$ cat src/rtl/exc_entry_pkg.sv
package exc_entry_pkg;

    localparam int XLEN   = 32;
    localparam int RIDX_W = 5;
    localparam int EVT_W  = 5;

    // request vector positions
    localparam int EV_HWE_B = 0;
    localparam int EV_MMU_B = 1;
    localparam int EV_IRQ_B = 2;
    localparam int EV_SWB_B = 3;
    localparam int EV_HWB_B = 4;

    // status word bit positions; each shadow sits one above its live bit
    localparam int ST_IE  = 1;
    localparam int ST_BIP = 3;
    localparam int ST_EIP = 9;
    localparam int ST_UM  = 11;
    localparam int ST_UMS = ST_UM + 1;
    localparam int ST_VM  = 13;
    localparam int ST_VMS = ST_VM + 1;

    localparam int ES_DS = 12;

    localparam logic [RIDX_W-1:0] LR_EXC = RIDX_W'(17);
    localparam logic [RIDX_W-1:0] LR_IRQ = RIDX_W'(14);
    localparam logic [RIDX_W-1:0] LR_BRK = RIDX_W'(16);

    typedef enum logic [2:0] {
        EV_NONE,
        EV_HWE,
        EV_MMU,
        EV_IRQ,
        EV_SWBRK,
        EV_HWBRK
    } evt_kind_e;

    typedef struct packed {
        logic [XLEN-1:0]   pc;
        logic              link_we;
        logic [RIDX_W-1:0] link_idx;
        logic [XLEN-1:0]   link_val;
    } redirect_t;

    typedef struct packed {
        logic [XLEN-1:0] msr;
        logic [XLEN-1:0] esr;
        logic            btr_we;
        logic            clr_iflags;
    } status_t;

    function automatic evt_kind_e kind_of(input logic [EVT_W-1:0] r);
        if (r[EV_HWE_B])      return EV_HWE;
        else if (r[EV_MMU_B]) return EV_MMU;
        else if (r[EV_IRQ_B]) return EV_IRQ;
        else if (r[EV_SWB_B]) return EV_SWBRK;
        else if (r[EV_HWB_B]) return EV_HWBRK;
        return EV_NONE;
    endfunction

endpackage

$ cat src/rtl/exc_req_check.sv
module exc_req_check
    import exc_entry_pkg::*;
(
    input  logic [EVT_W-1:0] evt_req,
    input  logic             cfg_exc_en,
    input  logic             busy_exc,
    input  logic             busy_brk,
    output logic             accept,
    output logic             reject,
    output evt_kind_e        kind
);
    logic multi;
    logic irq_nested;
    logic hwe_drop;

    always_comb begin
        multi      = ($countones(evt_req) > 1);
        irq_nested = evt_req[EV_IRQ_B] && (busy_exc || busy_brk);
        hwe_drop   = !multi && evt_req[EV_HWE_B] && !cfg_exc_en;
        reject     = multi || irq_nested;
        accept     = (|evt_req) && !reject && !hwe_drop;
        kind       = accept ? kind_of(evt_req) : EV_NONE;
    end

endmodule

$ cat src/rtl/exc_vector_sel.sv
module exc_vector_sel
    import exc_entry_pkg::*;
#(
    parameter int unsigned          INSN_BYTES = 4,
    parameter logic [XLEN-1:0]      VEC_EXC    = 32'h20,
    parameter logic [XLEN-1:0]      VEC_IRQ    = 32'h10,
    parameter logic [XLEN-1:0]      VEC_BRK    = 32'h18
) (
    input  evt_kind_e       kind,
    input  logic [XLEN-1:0] pc,
    input  logic [XLEN-1:0] btgt,
    input  logic            dslot,
    input  logic            imm,
    input  logic            bimm,
    output redirect_t       rd
);
    localparam logic [XLEN-1:0] STEP  = XLEN'(INSN_BYTES);
    localparam logic [XLEN-1:0] STEP2 = XLEN'(2 * INSN_BYTES);

    logic [XLEN-1:0] back;

    always_comb begin
        if (dslot)    back = bimm ? STEP2 : STEP;
        else if (imm) back = STEP;
        else          back = '0;
    end

    always_comb begin
        rd = '0;
        unique case (kind)
            EV_HWE: begin
                rd.pc = VEC_EXC; rd.link_we = 1'b1;
                rd.link_idx = LR_EXC; rd.link_val = pc + STEP;
            end
            EV_MMU: begin
                rd.pc = VEC_EXC; rd.link_we = 1'b1;
                rd.link_idx = LR_EXC; rd.link_val = pc - back;
            end
            EV_IRQ: begin
                rd.pc = VEC_IRQ; rd.link_we = 1'b1;
                rd.link_idx = LR_IRQ; rd.link_val = pc;
            end
            EV_HWBRK: begin
                rd.pc = VEC_BRK; rd.link_we = 1'b1;
                rd.link_idx = LR_BRK; rd.link_val = pc;
            end
            EV_SWBRK: begin
                rd.pc = btgt;
            end
            default: rd = '0;
        endcase
    end

endmodule

$ cat src/rtl/exc_status_upd.sv
module exc_status_upd
    import exc_entry_pkg::*;
(
    input  evt_kind_e       kind,
    input  logic [XLEN-1:0] msr,
    input  logic [XLEN-1:0] esr,
    input  logic            dslot,
    output status_t         st
);
    logic is_exc;
    logic is_brk;

    always_comb begin
        is_exc = (kind == EV_HWE) || (kind == EV_MMU);
        is_brk = (kind == EV_SWBRK) || (kind == EV_HWBRK);

        st.msr = msr;
        st.esr = esr;
        st.btr_we = 1'b0;
        st.clr_iflags = 1'b0;

        if (kind != EV_NONE) begin
            st.msr[ST_VMS] = msr[ST_VM];
            st.msr[ST_UMS] = msr[ST_UM];
            st.msr[ST_VM]  = 1'b0;
            st.msr[ST_UM]  = 1'b0;
        end
        if (is_exc) begin
            st.msr[ST_EIP] = 1'b1;
            st.esr[ES_DS]  = dslot;
            st.btr_we      = dslot;
            st.clr_iflags  = 1'b1;
        end
        if (is_brk) st.msr[ST_BIP] = 1'b1;
        if (kind == EV_IRQ) st.msr[ST_IE] = 1'b0;
    end

endmodule

$ cat src/rtl/exc_entry_ctrl.sv
module exc_entry_ctrl
    import exc_entry_pkg::*;
#(
    parameter int unsigned     INSN_BYTES = 4,
    parameter logic [XLEN-1:0] VEC_EXC    = 32'h20,
    parameter logic [XLEN-1:0] VEC_IRQ    = 32'h10,
    parameter logic [XLEN-1:0] VEC_BRK    = 32'h18
) (
    input  logic              clk,
    input  logic              rst,
    input  logic [EVT_W-1:0]  evt_req,
    input  logic              cfg_exc_en,
    input  logic [XLEN-1:0]   cur_pc,
    input  logic [XLEN-1:0]   br_tgt,
    input  logic [XLEN-1:0]   msr_in,
    input  logic [XLEN-1:0]   esr_in,
    input  logic              in_dslot,
    input  logic              in_imm,
    input  logic              in_bimm,
    output logic              done,
    output logic              err,
    output logic [XLEN-1:0]   pc_next,
    output logic              link_we,
    output logic [RIDX_W-1:0] link_idx,
    output logic [XLEN-1:0]   link_val,
    output logic [XLEN-1:0]   msr_out,
    output logic [XLEN-1:0]   esr_out,
    output logic [XLEN-1:0]   btr_out,
    output logic              clr_iflags,
    output logic              clr_resv
);
    logic      accept;
    logic      reject;
    evt_kind_e kind;
    redirect_t rd;
    status_t   st;

    exc_req_check u_check (
        .evt_req    (evt_req),
        .cfg_exc_en (cfg_exc_en),
        .busy_exc   (msr_in[ST_EIP]),
        .busy_brk   (msr_in[ST_BIP]),
        .accept     (accept),
        .reject     (reject),
        .kind       (kind)
    );

    exc_vector_sel #(
        .INSN_BYTES (INSN_BYTES),
        .VEC_EXC    (VEC_EXC),
        .VEC_IRQ    (VEC_IRQ),
        .VEC_BRK    (VEC_BRK)
    ) u_vec (
        .kind  (kind),
        .pc    (cur_pc),
        .btgt  (br_tgt),
        .dslot (in_dslot),
        .imm   (in_imm),
        .bimm  (in_bimm),
        .rd    (rd)
    );

    exc_status_upd u_stat (
        .kind  (kind),
        .msr   (msr_in),
        .esr   (esr_in),
        .dslot (in_dslot),
        .st    (st)
    );

    always_ff @(posedge clk) begin
        if (rst) begin
            done       <= 1'b0;
            err        <= 1'b0;
            pc_next    <= '0;
            link_we    <= 1'b0;
            link_idx   <= '0;
            link_val   <= '0;
            msr_out    <= '0;
            esr_out    <= '0;
            btr_out    <= '0;
            clr_iflags <= 1'b0;
            clr_resv   <= 1'b0;
        end else begin
            done       <= accept;
            err        <= reject;
            link_we    <= accept && rd.link_we;
            clr_iflags <= accept && st.clr_iflags;
            clr_resv   <= accept;
            if (accept) begin
                pc_next  <= rd.pc;
                link_idx <= rd.link_idx;
                link_val <= rd.link_val;
                msr_out  <= st.msr;
                esr_out  <= st.esr;
                if (st.btr_we) btr_out <= br_tgt;
            end
        end
    end

    // accepted and rejected are exclusive outcomes
    assert_done_err_excl_R9: assert property (@(posedge clk) disable iff (rst)
        !(done && err));

    // handler always starts privileged with translation off
    assert_mode_cleared_R4: assert property (@(posedge clk) disable iff (rst)
        done |-> (!msr_out[ST_VM] && !msr_out[ST_UM]));

    // an interrupt entry never leaves interrupts enabled
    assert_irq_masks_R5: assert property (@(posedge clk) disable iff (rst)
        (done && link_we && link_idx == LR_IRQ) |-> !msr_out[ST_IE]);

    // exception-vector entries mark exception in progress
    assert_exc_marks_R5: assert property (@(posedge clk) disable iff (rst)
        (done && pc_next == VEC_EXC && link_idx == LR_EXC) |-> msr_out[ST_EIP]);

    // an idle cycle leaves the status outputs untouched
    assert_idle_hold_R10: assert property (@(posedge clk) disable iff (rst)
        (evt_req == '0) |=> ($stable(msr_out) && $stable(esr_out) && $stable(btr_out) && !done));

    // a rejected request raises no entry strobe
    assert_reject_quiet_R9: assert property (@(posedge clk) disable iff (rst)
        err |-> (!clr_resv && !link_we));

endmodule

$ cat config.mk
export PLATFORM = sky130hd
export DESIGN_NAME = exc_entry_ctrl
export DESIGN_NICKNAME = d
export VERILOG_FILES = /design/src/rtl/exc_entry_pkg.sv /design/src/rtl/exc_req_check.sv /design/src/rtl/exc_vector_sel.sv /design/src/rtl/exc_status_upd.sv /design/src/rtl/exc_entry_ctrl.sv
export SDC_FILE = /design/constraint.sdc
export NUM_CORES = 1
export LEC_CHECK = 0
export BUFFER_PORTS_ARGS = -buffer_cell sky130_fd_sc_hd__buf_2
export CAP_MARGIN = 20
export CORE_AREA = 5 5 142 144
export DETAILED_ROUTE_END_ITERATION = 10
export DIE_AREA = 0 0 147 149
export PLACE_DENSITY = 0.73
export SKIP_LAST_GASP = 1
export SLEW_MARGIN = 20
export SYNTH_ARGS = -nofsm -noshare
export SYNTH_HDL_FRONTEND = slang
export SYNTH_SLANG_ARGS = --single-unit
$ cat constraint.sdc
create_clock -name clk -period 6.1 [get_ports clk]
set_input_delay 0.61 -clock clk [delete_from_list [all_inputs] [get_ports clk]]
set_output_delay 0.61 -clock clk [all_outputs]
set_load 0.01 [all_outputs]
Word level (Yosys, flattened, before mapping)
Cells that the tools add are included.

storage, ports and cells
  flip-flop bits (word level) = 169
  latch bits = 0
  memory bits (writable) = 0
  ROM bits = 0
  input port bits = 139
  word-level logic and storage cells = 64
  memories kept = 0

operators by class
  add/subtract/negate cells = 6
  multipliers = 0
  divide/modulo/power cells = 0
  magnitude comparators = 1
  equality and inequality tests = 5
  shift-type cells = 0
  mux-type cells = 23
  bitwise gates (word level) = 0
  reduce and logical (&&, ||, !) cells = 19

operators by type and width
  operator               count
  $pmux 38 s4            1
  $pmux 32 s4            1
  $add 32x1->32          1
  $add 32x3->32 const B  1
  $add 32x32->32         1
  $gt 32x2->1 const B    1
  $mux 32                1
  $sub 32x32->32         1
  $mux 3                 8
  $mux 1                 9
  $mux 4                 2
  $logic_and 1x1->1      7
  $eq 3x2->1 const B     2
  $eq 3x3->1 const B     2
  $reduce_or 5->1        1
  $add 1x1->2            2
  $logic_not 1->1        4
  $logic_or 1x1->1       4
  $eq 3x1->1 const B     1
  $reduce_bool 3->1      1
  $mux 2                 1
  $reduce_and 2->1       1
  $reduce_or 2->1        1

Depth between registers and ports, before layout
  depth in word-level cells = 14
  mapped depth = 22
  mapped depth without buffers = 20

By module
A second synthesis with hierarchy kept.

second synthesis, totals
  cell total of the unflattened synthesis = 1014
  area total of the unflattened synthesis = 9116.2 um^2

by module, submodules not included
  module          instances  cells an instance  area each (um^2)  sequential area each (um^2)
  exc_entry_ctrl  1          584                6202.2            3383.2
  exc_vector_sel  1          338                2219.6            0.0
  exc_status_upd  1          71                 534.3             0.0
  exc_req_check   1          21                 160.2             0.0

Worst setup path after synthesis
Ideal clock, no wire load.

  kind = input to register
  from = input port evt_req[0]
  to = register link_val[24]
  library setup time = 0.128 ns
  arrival time = 5.602 ns
  required time = 5.972 ns
  slack = 0.370 ns
  stages on the path = 20
  path through = buf_2 -> inv_2 -> ha_1 -> ha_1 -> a21o_1 -> fa_1 -> nor2_1 -> and2_1 -> clkbuf_1 -> nand2_1 -> nor2_1 -> ha_1 -> buf_2 -> a21o_1 -> a221o_1 -> a221o_1 -> a31o_2 -> a21oi_2 -> xor2_1 -> o21ai_1

on the way
  longest elaborated chain between the ends = 12
  elaborated cells on any way between the ends = 22
  those cells by class = 3 x add/sub; 1 x order compare; 4 x eq/ne; 5 x mux; 9 x reduce/logical

ends and longest elaborated chain
  what                                  line                  text
  start, declared                       exc_entry_ctrl.sv:11  input logic [EVT_W-1:0] evt_req,
  $add 1x1->2 (not written as such)     exc_req_check.sv:17   multi = ($countones(evt_req) > 1);
  $add 32x32->32 (not written as such)  exc_req_check.sv:17
  $add 32x1->32 (not written as such)   exc_req_check.sv:17
  $gt 32x2->1                           exc_req_check.sv:17
  $logic_not 1->1                       exc_req_check.sv:19   hwe_drop = !multi && evt_req[EV_HWE_B] && !cfg_exc_en;
  $logic_and 1x1->1 (2 in a row)        exc_req_check.sv:19
  $logic_not 1->1                       exc_req_check.sv:21   accept = (|evt_req) && !reject && !hwe_drop;
  $logic_and 1x1->1                     exc_req_check.sv:21
  $mux 3                                exc_req_check.sv:22   kind = accept ? kind_of(evt_req) : EV_NONE;
  $eq 3x3->1 (tied with other cells)    exc_vector_sel.sv:30  unique case (kind)
  $pmux 38 s4                           exc_vector_sel.sv:30
  end signal, assigned                  exc_entry_ctrl.sv:93  link_val <= rd.link_val;
  end, declared                         exc_entry_ctrl.sv:25  output logic [XLEN-1:0] link_val,

Parallel ways exist; a longest one is shown, timed or not.
A chain may end at the register's enable or synchronous reset.

Final worst setup path
  from = input port evt_req[0]
  to = register link_val[21]

The elaborated chain is that of the path after synthesis.

==> flow_metrics.env <==
export IMPL_synthTopCellsByCount="nand2_1, dfxtp_1, a21oi_1, nor2_1, a22oi_1"
export IMPL_syn_area_um2=7740
export IMPL_synth_top_cell_by_area="dfxtp_1"
export IMPL_drt_iter0_drc=478
export IMPL_async_reset_ff_share_pct=0
export IMPL_synth_top_cell_area_share_pct=43.2
export IMPL_groute_usage_overall_pct=22.0
export IMPL_numCtsBuffers=17
export IMPL_yosysMostFrequentCell="nand2_1"
export IMPL_dpl_instance_area_um2=9420
export IMPL_clkSinkCount=167
export IMPL_grt_max_degree=100
export IMPL_drt_pre_antenna_iters=5
export IMPL_dp_final_hpwl_um=18700
export IMPL_crit_type="in2reg"
export IMPL_post_cts_buffers=0
export IMPL_gp_congestion=0.975
export IMPL_slew_headroom_pct=42.7
export IMPL_wl_met2_um=12500
export IMPL_skew_ps=0
export IMPL_period_needed_ps=5110
export IMPL_max_freq_ghz=0.196
export IMPL_syn_inst=955
export IMPL_hold_viol=0
export IMPL_die_area_um2=21900
export IMPL_dr_wl_met3_um=1810
export IMPL_ctsHoldBuffers=0
export IMPL_ff2ff_path_depth=2
export IMPL_cts_root_buf="clkbuf_16"
export IMPL_cap_violations=0
export IMPL_status="complete, no violations"
export IMPL_clk_path_buf_depth=2
export IMPL_placementRows=50
export IMPL_die_x_um=147
export IMPL_grt_antenna_before_repair=2
export IMPL_io_buffer_count=308
export IMPL_ant_nets=0
export IMPL_ys_warn_count=0
export IMPL_clock_latency_ps=420
export IMPL_synth_fp_nets=1131
export IMPL_drv_slew=0
export IMPL_die_h_um=149
export IMPL_final_nets=1405
export IMPL_vias=7923
export IMPL_synth_area_top_cells="dfxtp_1, nand2_1, a21oi_1"
export IMPL_synth_cell_types=62
export IMPL_maxUsedRoutingLayer="met5"
export IMPL_cts_resized=0
export IMPL_final_cells=1477
export IMPL_cts_max_level=4
export IMPL_cp_max_fo=15
export IMPL_setup_worst_path_end_class="register"
export IMPL_wl_per_cell_um=17.2
export IMPL_pin_count=309
export IMPL_worstHoldPathCells=3
export IMPL_r2r_start="link_val[27]"
export IMPL_critPathLaunchType="input pin"
export IMPL_holdPathEnd="esr_out[0]"
export IMPL_powerDensity_nw_per_um2=288
export IMPL_ys_ff_latch=167
export IMPL_r2r_end="link_val[27]"
export IMPL_rsz0062_at_grt="no"
export IMPL_power_leakage_nw=4.63
export IMPL_worstPathArrival_ps=5400
export IMPL_ys_dominant_reg_cell="dfxtp_1"
export IMPL_seq_area_frac_synth_pct=43.2
export IMPL_start_util_pct=41.7
export IMPL_routedLengthMet1_um=10400
export IMPL_drc_errors=0
export IMPL_critical_path_required_ps=6390
export IMPL_min_path_type="in2reg"
export IMPL_hold_slack_ps=413
export IMPL_fill_cells=1741
export IMPL_fp_coreArea_um2=18600
export IMPL_tritoncts="yes"
export IMPL_setup_viol_count_final=0
export IMPL_ff2ff_setup_slack_ps=5170
export IMPL_min_from="esr_in[0]"
export IMPL_path_clk_slew_ps=80
export IMPL_worst_slew_pin_slew_ps=859
export IMPL_via_per_inst=5.36
export IMPL_drive_above_1_share_pct=30.0
export IMPL_fin_area_um2=10100
export IMPL_period_share_pct=83.8
export IMPL_ir_worst_vdd_mv=0.182
export IMPL_fin_setup_tns_ps=0
export IMPL_synth_avg_cell_area_um2=8.11
export IMPL_wirelength_um=25400
export IMPL_synthToLayoutAreaGrowth_pct=30.1
export IMPL_synth_edf_count=0
export IMPL_grt_pass1_vias=7316
export IMPL_place_inst=1443
export IMPL_overflow=0
export IMPL_crit_path_start="evt_req[0]"
export IMPL_p_total_mw=2.90
export IMPL_grt_pass1_wl_um=39300
-- sequential cells by signal, indices dropped and copies added, names as in the netlist --
| register | count |
|---|---|
| btr_out | 32 |
| esr_out | 32 |
| link_val | 32 |
| msr_out | 32 |
| pc_next | 32 |
| link_idx | 3 |
| clr_iflags | 1 |
| clr_resv | 1 |
| err | 1 |
| link_we | 1 |
-- report_power, final --
part,switching [mW],internal (mW),leakage (nW)
combinational,0.365,0.212,2.97
clock,0.530,0.599,0.302
sequential,0.0348,1.16,1.36
-- worst max path at each step --
| stage | end | cells past startpoint |
|---|---|---|
| after floorplan | link_val[24] | 20 |
| after global placement | link_val[21] | 19 |
| after detailed placement | link_val[21] | 19 |
| after CTS | link_val[21] | 19 |
| after global routing | link_val[29] | 19 |
| final | link_val[21] | 19 |
-- per-layer routing --
layer	track usage [%]	up-vias
met5	0	-
li1	-	3906
met2	37.8	323
met4	7.50	2
met3	5.07	42
met1	27.3	3650
-- critical path, stage by stage --
cell and delay [ps]:
buf_2 240, inv_2 70, ha_1 300, ha_1 290, a21o_1 190, fa_1 430
nor2_1 150, and2_1 310, nand2_1 100, nor2_2 560, buf_4 290, ha_1 310
a21oi_1 270, o21ai_1 130, a21oi_1 240, o41ai_4 140, a311oi_2 480, xor2_1 210
o21ai_1 70
-- cells by family after synthesis --
family                     Yosys count  synth area share, %
buffers and inverters               83                 4.43
adders and majority gates           37                 6.17
and+or+nand+nor                    351                 19.0
muxes                                4                0.517
xor gates and xnor gates            27                 3.05
DFF                                167                 43.2
AOI/OAI and AO/OA                  286                 23.6
-- metrics by stage --
stage / util, % / setup slack (ps)
3_5_place_dp: 50.7 / 598
3_3_place_gp: 50.7 / 801
5_1_grt: 54.2 / 625
2_1_floorplan: - / 370
6_report: 54.2 / 989
4_1_cts: 54.1 / 1080
-- placed cells by master (no fill, tap or decap), types with 4 or more instances in the layout --
master       n
inv_1       16
a21o_1      10
nor2_1      71
xor2_1      14
clkinv_8     4
ha_1        35
o31ai_1      4
mux2i_1      4
a22oi_1     44
buf_4       12
xnor2_1     13
a22o_1       7
inv_8        5
a21oi_1    131
clkbuf_16   17
o21ai_1     17
nand4_1      9
a211oi_1     5
dfxtp_1    167
buf_2      307
nand2_1    201
nor3_1       8
nor2b_1      4
nand3_1     33
and3_1       5
o21ai_0     22
o21bai_1     4
-- area by class of cell --
| type | count | area, um2 | share of cell area, % |
|---|---|---|---|
| Antenna cell | 1 | 2.50 | 0.0248 |
| Clock buffer | 17 | 425 | 4.22 |
| Clock inverter | 15 | 201 | 2.00 |
| Inverter | 18 | 67.6 | 0.671 |
| Multi-Input combinational cell | 705 | 4090 | 40.6 |
| Sequential cell | 167 | 3340 | 33.2 |
| Tap cell | 234 | 293 | 2.91 |
| Timing Repair Buffer | 320 | 1650 | 16.4 |
Power figures use the tool's default switching activity.
